### src/rtl/lnk_pkg.sv
package lnk_pkg;

  localparam int ST_W = 3;

  typedef enum logic [ST_W-1:0] {
    ST_DOWN    = 3'd0,
    ST_ACTIVE  = 3'd1,
    ST_SHALLOW = 3'd2,
    ST_DEEP    = 3'd3,
    ST_READY   = 3'd4,
    ST_AUX     = 3'd5,
    ST_OFF     = 3'd6
  } lnk_state_e;

  typedef struct packed {
    logic fund_rst;
    logic pwr_off;
    logic fail;
    logic trained;
    logic tack;
    logic d3;
    logic idle;
    logic wake;
  } lnk_evt_t;

  // States in which the link still has main power and can fail
  function automatic logic is_powered(lnk_state_e s);
    return (s != ST_AUX) && (s != ST_OFF);
  endfunction

endpackage

### src/rtl/lnk_rst_sync.sv
module lnk_rst_sync #(
  parameter int STAGES = 2
) (
  input  logic clk,
  input  logic rst_n,
  output logic rst_sync_n
);
  logic [STAGES-1:0] sr_q;

  always_ff @(posedge clk or negedge rst_n) begin
    if (!rst_n) sr_q <= '0;
    else        sr_q <= {sr_q[STAGES-2:0], 1'b1};
  end

  assign rst_sync_n = sr_q[STAGES-1];
endmodule

### src/rtl/lnk_next_state.sv
module lnk_next_state
  import lnk_pkg::*;
(
  input  lnk_state_e cur,
  input  lnk_evt_t   ev,
  output lnk_state_e nxt
);
  lnk_state_e local_nxt;

  // Transitions owned by the current state alone
  always_comb begin
    local_nxt = cur;
    unique case (cur)
      ST_DOWN:    if (ev.trained) local_nxt = ST_ACTIVE;
      ST_ACTIVE: begin
        if (ev.tack)      local_nxt = ST_READY;
        else if (ev.d3)   local_nxt = ST_DEEP;
        else if (ev.idle) local_nxt = ST_SHALLOW;
      end
      ST_SHALLOW: begin
        if (ev.wake)                local_nxt = ST_ACTIVE;
        else if (ev.idle || ev.d3)  local_nxt = ST_DEEP;
      end
      ST_DEEP:    if (ev.wake) local_nxt = ST_ACTIVE;
      ST_READY, ST_AUX, ST_OFF: local_nxt = cur;
      default:    local_nxt = ST_DOWN;
    endcase
  end

  // Global events in priority order
  always_comb begin
    if (ev.fund_rst) begin
      nxt = ST_DOWN;
    end else if (ev.pwr_off) begin
      if (cur == ST_READY || cur == ST_AUX) nxt = ST_AUX;
      else                                  nxt = ST_OFF;
    end else if (ev.fail && is_powered(cur)) begin
      nxt = ST_DOWN;
    end else begin
      nxt = local_nxt;
    end
  end
endmodule

### src/rtl/lnk_out_decode.sv
module lnk_out_decode
  import lnk_pkg::*;
(
  input  lnk_state_e        st,
  output logic [ST_W-1:0]   state_code,
  output logic              traffic_ok
);
  assign state_code = st;
  assign traffic_ok = (st == ST_ACTIVE);
endmodule

### src/rtl/lnk_pm_tracker.sv
module lnk_pm_tracker
  import lnk_pkg::*;
#(
  parameter int RST_STAGES = 2
) (
  input  logic            clk,
  input  logic            rst_n,
  input  logic            fund_rst,
  input  logic            main_pwr_off,
  input  logic            link_fail,
  input  logic            train_done,
  input  logic            turnoff_ack,
  input  logic            d3_req,
  input  logic            idle_timeout,
  input  logic            wake_req,
  output logic [ST_W-1:0] link_state,
  output logic            traffic_ok
);
  logic       rst_sync_n;
  lnk_evt_t   ev;
  lnk_state_e st_q, st_nxt;
  logic       st_en;

  lnk_rst_sync #(.STAGES(RST_STAGES)) u_rst (
    .clk        (clk),
    .rst_n      (rst_n),
    .rst_sync_n (rst_sync_n)
  );

  always_comb begin
    ev.fund_rst = fund_rst;
    ev.pwr_off  = main_pwr_off;
    ev.fail     = link_fail;
    ev.trained  = train_done;
    ev.tack     = turnoff_ack;
    ev.d3       = d3_req;
    ev.idle     = idle_timeout;
    ev.wake     = wake_req;
  end

  lnk_next_state u_nxt (
    .cur (st_q),
    .ev  (ev),
    .nxt (st_nxt)
  );

  assign st_en = (st_nxt != st_q);

  always_ff @(posedge clk or negedge rst_sync_n) begin
    if (!rst_sync_n)  st_q <= ST_DOWN;
    else if (st_en)   st_q <= st_nxt;
  end

  lnk_out_decode u_out (
    .st         (st_q),
    .state_code (link_state),
    .traffic_ok (traffic_ok)
  );
endmodule

### config.mk
export PLATFORM = sky130hd
export DESIGN_NAME = lnk_pm_tracker
export DESIGN_NICKNAME = d
export VERILOG_FILES = /design/src/rtl/lnk_pkg.sv /design/src/rtl/lnk_rst_sync.sv /design/src/rtl/lnk_next_state.sv /design/src/rtl/lnk_out_decode.sv /design/src/rtl/lnk_pm_tracker.sv
export SDC_FILE = /design/constraint.sdc
export NUM_CORES = 1
export LEC_CHECK = 0
export ABC_AREA = 1
export BUFFER_PORTS_ARGS = -buffer_cell sky130_fd_sc_hd__buf_2
export CORE_AREA = 2 2 39 41
export DETAILED_ROUTE_END_ITERATION = 8
export DIE_AREA = 0 0 41 43
export GPL_ROUTABILITY_DRIVEN = 0
export SLEW_MARGIN = 40
export SYNTH_ARGS = -nofsm -noshare
export SYNTH_HDL_FRONTEND = slang
export SYNTH_HIERARCHICAL = 1
export SYNTH_SLANG_ARGS = --single-unit
### constraint.sdc
create_clock -name clk -period 1.1 [get_ports clk]
set_input_delay 0.165 -clock clk [delete_from_list [all_inputs] [get_ports clk]]
set_output_delay 0.165 -clock clk [all_outputs]
set_load 0.03 [all_outputs]
# [After elaboration in Yosys (flattened, before gate mapping)]
# Cells that the tools add are included.
[totals] register_bits=5 input_bits=10 out_inout_bits=4 wordCells=29
[classes] eq_ne=9 mux=12 reduce_logical=6
[ops] cell="two-way mux 3 bit" count=10
[ops] cell="case mux 3 bit (5 select lines)" count=1
[ops] cell="== test 3 bit (second input constant)" count=3
[ops] cell="== test 3 x 2 -> 1 bit (second input constant)" count=2
[ops] cell="!= test 3 bit (second input constant)" count=2
[ops] cell="== test 3 x 1 -> 1 bit (second input constant)" count=1
[ops] cell="zero test 3 bit" count=1
[ops] cell="!= test 3 bit" count=1
[ops] cell="OR reduction 3 bit" count=1
[ops] cell="logical AND 1 bit" count=2
[ops] cell="logical OR 1 bit" count=2
[ops] cell="two-way mux 2 bit" count=1

# [Longest topological paths before layout]
[logic_depth] ltp_word=8 depth_mapped=8 ltp_nobuf=7

# [By module]
# The synthesis kept the hierarchy.
[by_module_without_submodules] mod="lnk_next_state" instances=1 cells_each=39 area_per_inst_um2=187.7
[by_module_without_submodules] mod="lnk_pm_tracker" instances=1 cells_each=6 area_per_inst_um2=86.3
[by_module_without_submodules] mod="lnk_rst_sync" instances=1 cells_each=3 area_per_inst_um2=53.8
[by_module_without_submodules] mod="lnk_out_decode" instances=1 cells_each=6 area_per_inst_um2=36.3

# [Worst setup path before layout]
# Ideal clock, no wire load.
[synth_path] kind="flip-flop to flip-flop" from="register st_q[1]" to="register st_q[0]" arrival_ps=1051 required_time_ps=1035 path_slack_ps=-16 path_stages_with_launch=9 path_buffers=1 synth_period_minus_slack_ps=1116 path_cell_list="dfrtp_1 -> inv_1 -> nand3_1 -> nand2_1 -> inv_1 -> nand4_1 -> nand2_1 -> a21oi_1 -> clkbuf_1"
[synth_via] elab_cells_between_ends=26 classes_between="eq/ne: 9; mux: 12; reduce/logical: 5"
[synth_rtl] item="start: declaration" line="lnk_pm_tracker.sv:21" text="lnk_state_e st_q, st_nxt;"
[synth_rtl] item="start signal: assignment" line="lnk_pm_tracker.sv:51" text="else if (st_en) st_q <= st_nxt;"
[synth_rtl] item="== test 3 bit (tied with other cells)" line="lnk_next_state.sv:13" text="unique case (cur)"
[synth_rtl] item="OR reduction 3 bit / logical AND 1 bit (equally long branches)" line="lnk_next_state.sv:13, lnk_pkg.sv:28"
[synth_rtl] item="case mux 3 bit (5 select lines) / logical AND 1 bit (equally long branches)" line="lnk_next_state.sv:13, lnk_next_state.sv:37"
[synth_rtl] item="two-way mux 3 bit" line="lnk_next_state.sv:37" text="end else if (ev.fail && is_powered(cur)) begin"
[synth_rtl] item="two-way mux 3 bit (*)" line="lnk_next_state.sv:34" text="end else if (ev.pwr_off) begin"
[synth_rtl] item="two-way mux 3 bit (*)" line="lnk_next_state.sv:32" text="if (ev.fund_rst) begin"
[synth_rtl] item="named net st_nxt[0]" line="lnk_pm_tracker.sv:21"
[synth_rtl] item="!= test 3 bit" line="lnk_pm_tracker.sv:47" text="assign st_en = (st_nxt != st_q);"
# The timed path passes the listed nets; every way through them passes the cells marked *.
# A chain may end at the register's enable or synchronous reset.

# [Worst setup path in the final report]
[layout_path] from="register st_q[0]" to="output traffic_ok"
[layout_via] elab_chain_len=1
[layout_lines] item="== test 3 x 1 -> 1 bit" line="lnk_out_decode.sv:9" text="assign traffic_ok = (st == ST_ACTIVE);"
[layout_lines] item="end: declaration" line="lnk_pm_tracker.sv:17" text="output logic traffic_ok"
# No other way between the ends.

==> results.sh <==
export IMPL_syn_num_nets=64
export IMPL_synth_edf_count=0
export IMPL_synth_avg_cell_area_um2=6.74
export IMPL_synth_fa_ha_area_share_pct=0
export IMPL_worst_endpoint_arrival_ns=1.02
export IMPL_cts_root_buf="clkbuf_4"
export IMPL_synth_compound_area_share_pct=18.6
export IMPL_htree_levels=1
export IMPL_yosys_area_share_xor_xnor_pct=0
export IMPL_clk_latency_ns=0.23
export IMPL_power_leakage_nw=0.302
export IMPL_grt_setup_unrepaired="yes"
export IMPL_antenna_found_initial=0
export IMPL_clock_sinks=5
export IMPL_skew_ns=0.000458
export IMPL_yosys_area_share_simple_pct=25.4
export IMPL_synth_top_family_by_area="simple AND/OR/NAND/NOR gates"
export IMPL_yosysSeqAreaShare_pct=34.4
export IMPL_status="finished with violations"
export IMPL_post_route_period_util_pct=108
export IMPL_fp_coreArea_mm2=0.00138
export IMPL_clkTransAtPathRegs_ns=0.04
export IMPL_via_per_inst=4.58
export IMPL_grt_util_all_layers_pct=11.5
export IMPL_synth_top_area_share_pct=34.4
export IMPL_ioPinCount=14
export IMPL_start_util_pct=26.3
export IMPL_dp_hpwl_um=627
export IMPL_critPathKind="flop to primary output"
export IMPL_drive_gt1_share_pct=50.6
export IMPL_drc_errors=0
export IMPL_yosys_warnings=6
export IMPL_drt_iter0_drc=6
export IMPL_rows=14
export IMPL_clk_path_buf_depth=2
export IMPL_power_density_mw_per_mm2=1060
export IMPL_die_h_um=43
export IMPL_yosysUniqueCellTypes=16
export IMPL_area_growth_syn_to_layout_pct=62.5
export IMPL_grt_pass1_wl_um=1390
export IMPL_wl_um=945
export IMPL_slew_violations=0
export IMPL_fin_util_pct=42.8
export IMPL_fillers=154
export IMPL_maxCapViolations=0
export IMPL_synth_top_flop_cell="dfrtp_1"
export IMPL_peakVddDrop_v=0.000642
export IMPL_num_vias=426
export IMPL_yosysTopAreaCell="dfrtp_1"
export IMPL_hp_class="flop to asynchronous set/reset pin"
export IMPL_tritoncts="yes"
export IMPL_muxShareOfSynthArea_pct=0
export IMPL_period_minus_slack_ns=1.18
export IMPL_synthArstFlopShare_pct=100
export IMPL_worstPathRequired_ns=0.94
export IMPL_netlist_area_um2=364
export IMPL_final_hold_violation_count=0
export IMPL_syn_inst=54
export IMPL_place_area_um2=454
export IMPL_grt_pass1_vias=374
export IMPL_fin_area_um2=592
export IMPL_setup_slack_ns=-0.0826
export IMPL_crit_path_start_kind="flop"
export IMPL_setup_viol=5
export IMPL_io_buffer_count=13
export IMPL_grt_overflow_total=0
export IMPL_wl_per_cell_um=10.2
export IMPL_antenna_cells=0
export IMPL_cts_buffers=3
export IMPL_ys_top_cells_by_area="dfrtp_1, inv_1, nand2_1"
export IMPL_dieArea_mm2=0.00176
export IMPL_yosys_register_bits=5
export IMPL_ant_nets=0
export IMPL_final_nets=88
export IMPL_drtPass1Iterations=4
export IMPL_achievable_frequency_ghz=0.846
export IMPL_grt_max_degree=7
export IMPL_dieWidth_um=41
export IMPL_synth_common_cells="inv_1, nand2_1, dfrtp_1, nand3_1"
export IMPL_crit_fanout=5
export IMPL_violations="negative setup slack"
export IMPL_end_kind="primary output"
registers in the layout, indices dropped and copies added, names as in the netlist:
name / flops
st_q: 3
u_rst/sr_q: 2
cell type report:
cell class / count / area (um2) / area share, %
sequential: 5 / 129 / 21.8
timing repair buffer: 25 / 190 / 32.1
multi-input combinational: 32 / 183 / 30.9
clock buffer: 4 / 26.3 / 4.44
inverter: 11 / 43.8 / 7.40
tap: 16 / 20.0 / 3.38
cell usage in the layout, fill, tap and decap left out:
| master | Yosys | layout |
|---|---|---|
| buf_2 | 0 | 9 |
| o211ai_2 | 1 | 1 |
| inv_4 | 0 | 1 |
| dfrtp_1 | 5 | 2 |
| nand2_2 | 0 | 1 |
| a21oi_2 | 0 | 2 |
| nand2_1 | 9 | 8 |
| o21ai_1 | 0 | 3 |
| nor2_2 | 1 | 1 |
| a21oi_1 | 3 | 1 |
| inv_2 | 2 | 2 |
| clkbuf_4 | 0 | 3 |
| dfrtp_2 | 0 | 3 |
| nand3_1 | 5 | 5 |
| nor2_1 | 4 | 4 |
| o21ai_0 | 4 | 1 |
| buf_6 | 0 | 6 |
| buf_4 | 3 | 9 |
| o31ai_4 | 0 | 1 |
| nand4_1 | 2 | 2 |
| clkbuf_1 | 3 | 1 |
| conb_1 | 1 | 1 |
| dlygate4sd3_1 | 0 | 1 |
| inv_1 | 9 | 8 |
| o211ai_1 | 1 | 1 |
power breakdown:
group          internal (mW)  switching [mW]
logic                  0.102           0.106
registers              0.198          0.0123
clock network          0.137          0.0699
total                  0.437           0.188
logic make-up (layout without fill, tap and decap cells):
family                 after synthesis  after routing
other                                1              1
AND/OR/NAND/NOR                     21             21
AO/OA/AOI/OAI                       10             10
flip-flops                           5              5
buffers and inverters               17             40
per-layer routing:
| layer | global-route usage [%] | wire [um] | vias to the layer above |
|---|---|---|---|
| met1 | 12.2 | 364 | 194 |
| met5 | 0 | 0 | - |
| met4 | 6.00 | 0 | 0 |
| met2 | 20.3 | 503 | 19 |
| met3 | 1.57 | 77 | 0 |
| li1 | - | - | 213 |
worst max-delay path: stages, from the launching register on:
cell	delay, ns
dfrtp_2	0.41
buf_6	0.12
nand2_2	0.04
nor2_2	0.08
buf_6	0.13
worst paths after layout:
check / from / end / slack [ns] / depth (start not counted)
setup / recovery: st_q[0]$_DFFE_PN0P_ / traffic_ok / -0.08 / 4
hold / removal: u_rst/sr_q[1]$_DFF_PN0_ / st_q[1]$_DFFE_PN0P_ / 0.04 / 0
setup reg to reg: st_q[0]$_DFFE_PN0P_ / st_q[0]$_DFFE_PN0P_ / -0.07 / 8
hold reg to reg: u_rst/sr_q[1]$_DFF_PN0_ / st_q[1]$_DFFE_PN0P_ / 0.04 / 0
max in group asynchronous: rst_n / u_rst/sr_q[0]$_DFF_PN0_ / 0.77 / 2
min in group clk: fund_rst / st_q[1]$_DFFE_PN0P_ / 0.11 / 2
what timing repair did:
| item | in CTS | in global routing |
|---|---|---|
| endpoints found under the hold margin | 2 | 0 |
| endpoints found under the setup margin | 5 | 7 |
| setup buffers | 5 | 1 |
| gates resized for setup | 12 | 8 |
| gates cloned | 0 | 0 |
| pin swaps | 2 | 4 |
| hold buffers | 1 | 0 |
per-stage QoR:
step	worst slack, ns	total power, mW	TNS (ns)	cells	hold slack (ns)
floorplan	0.00701	0.309	0	54	-0.131
global placement	-0.0140	0.356	-0.0140	82	-0.0496
detailed placement	-0.0152	0.357	-0.0283	82	-0.0472
CTS	-0.0869	0.615	-0.317	92	0.0409
global route	-0.139	0.667	-0.554	93	0.0553
finish	-0.0826	0.625	-0.244	93	0.0370
No activity file was read; power rests on OpenSTA's default activity.
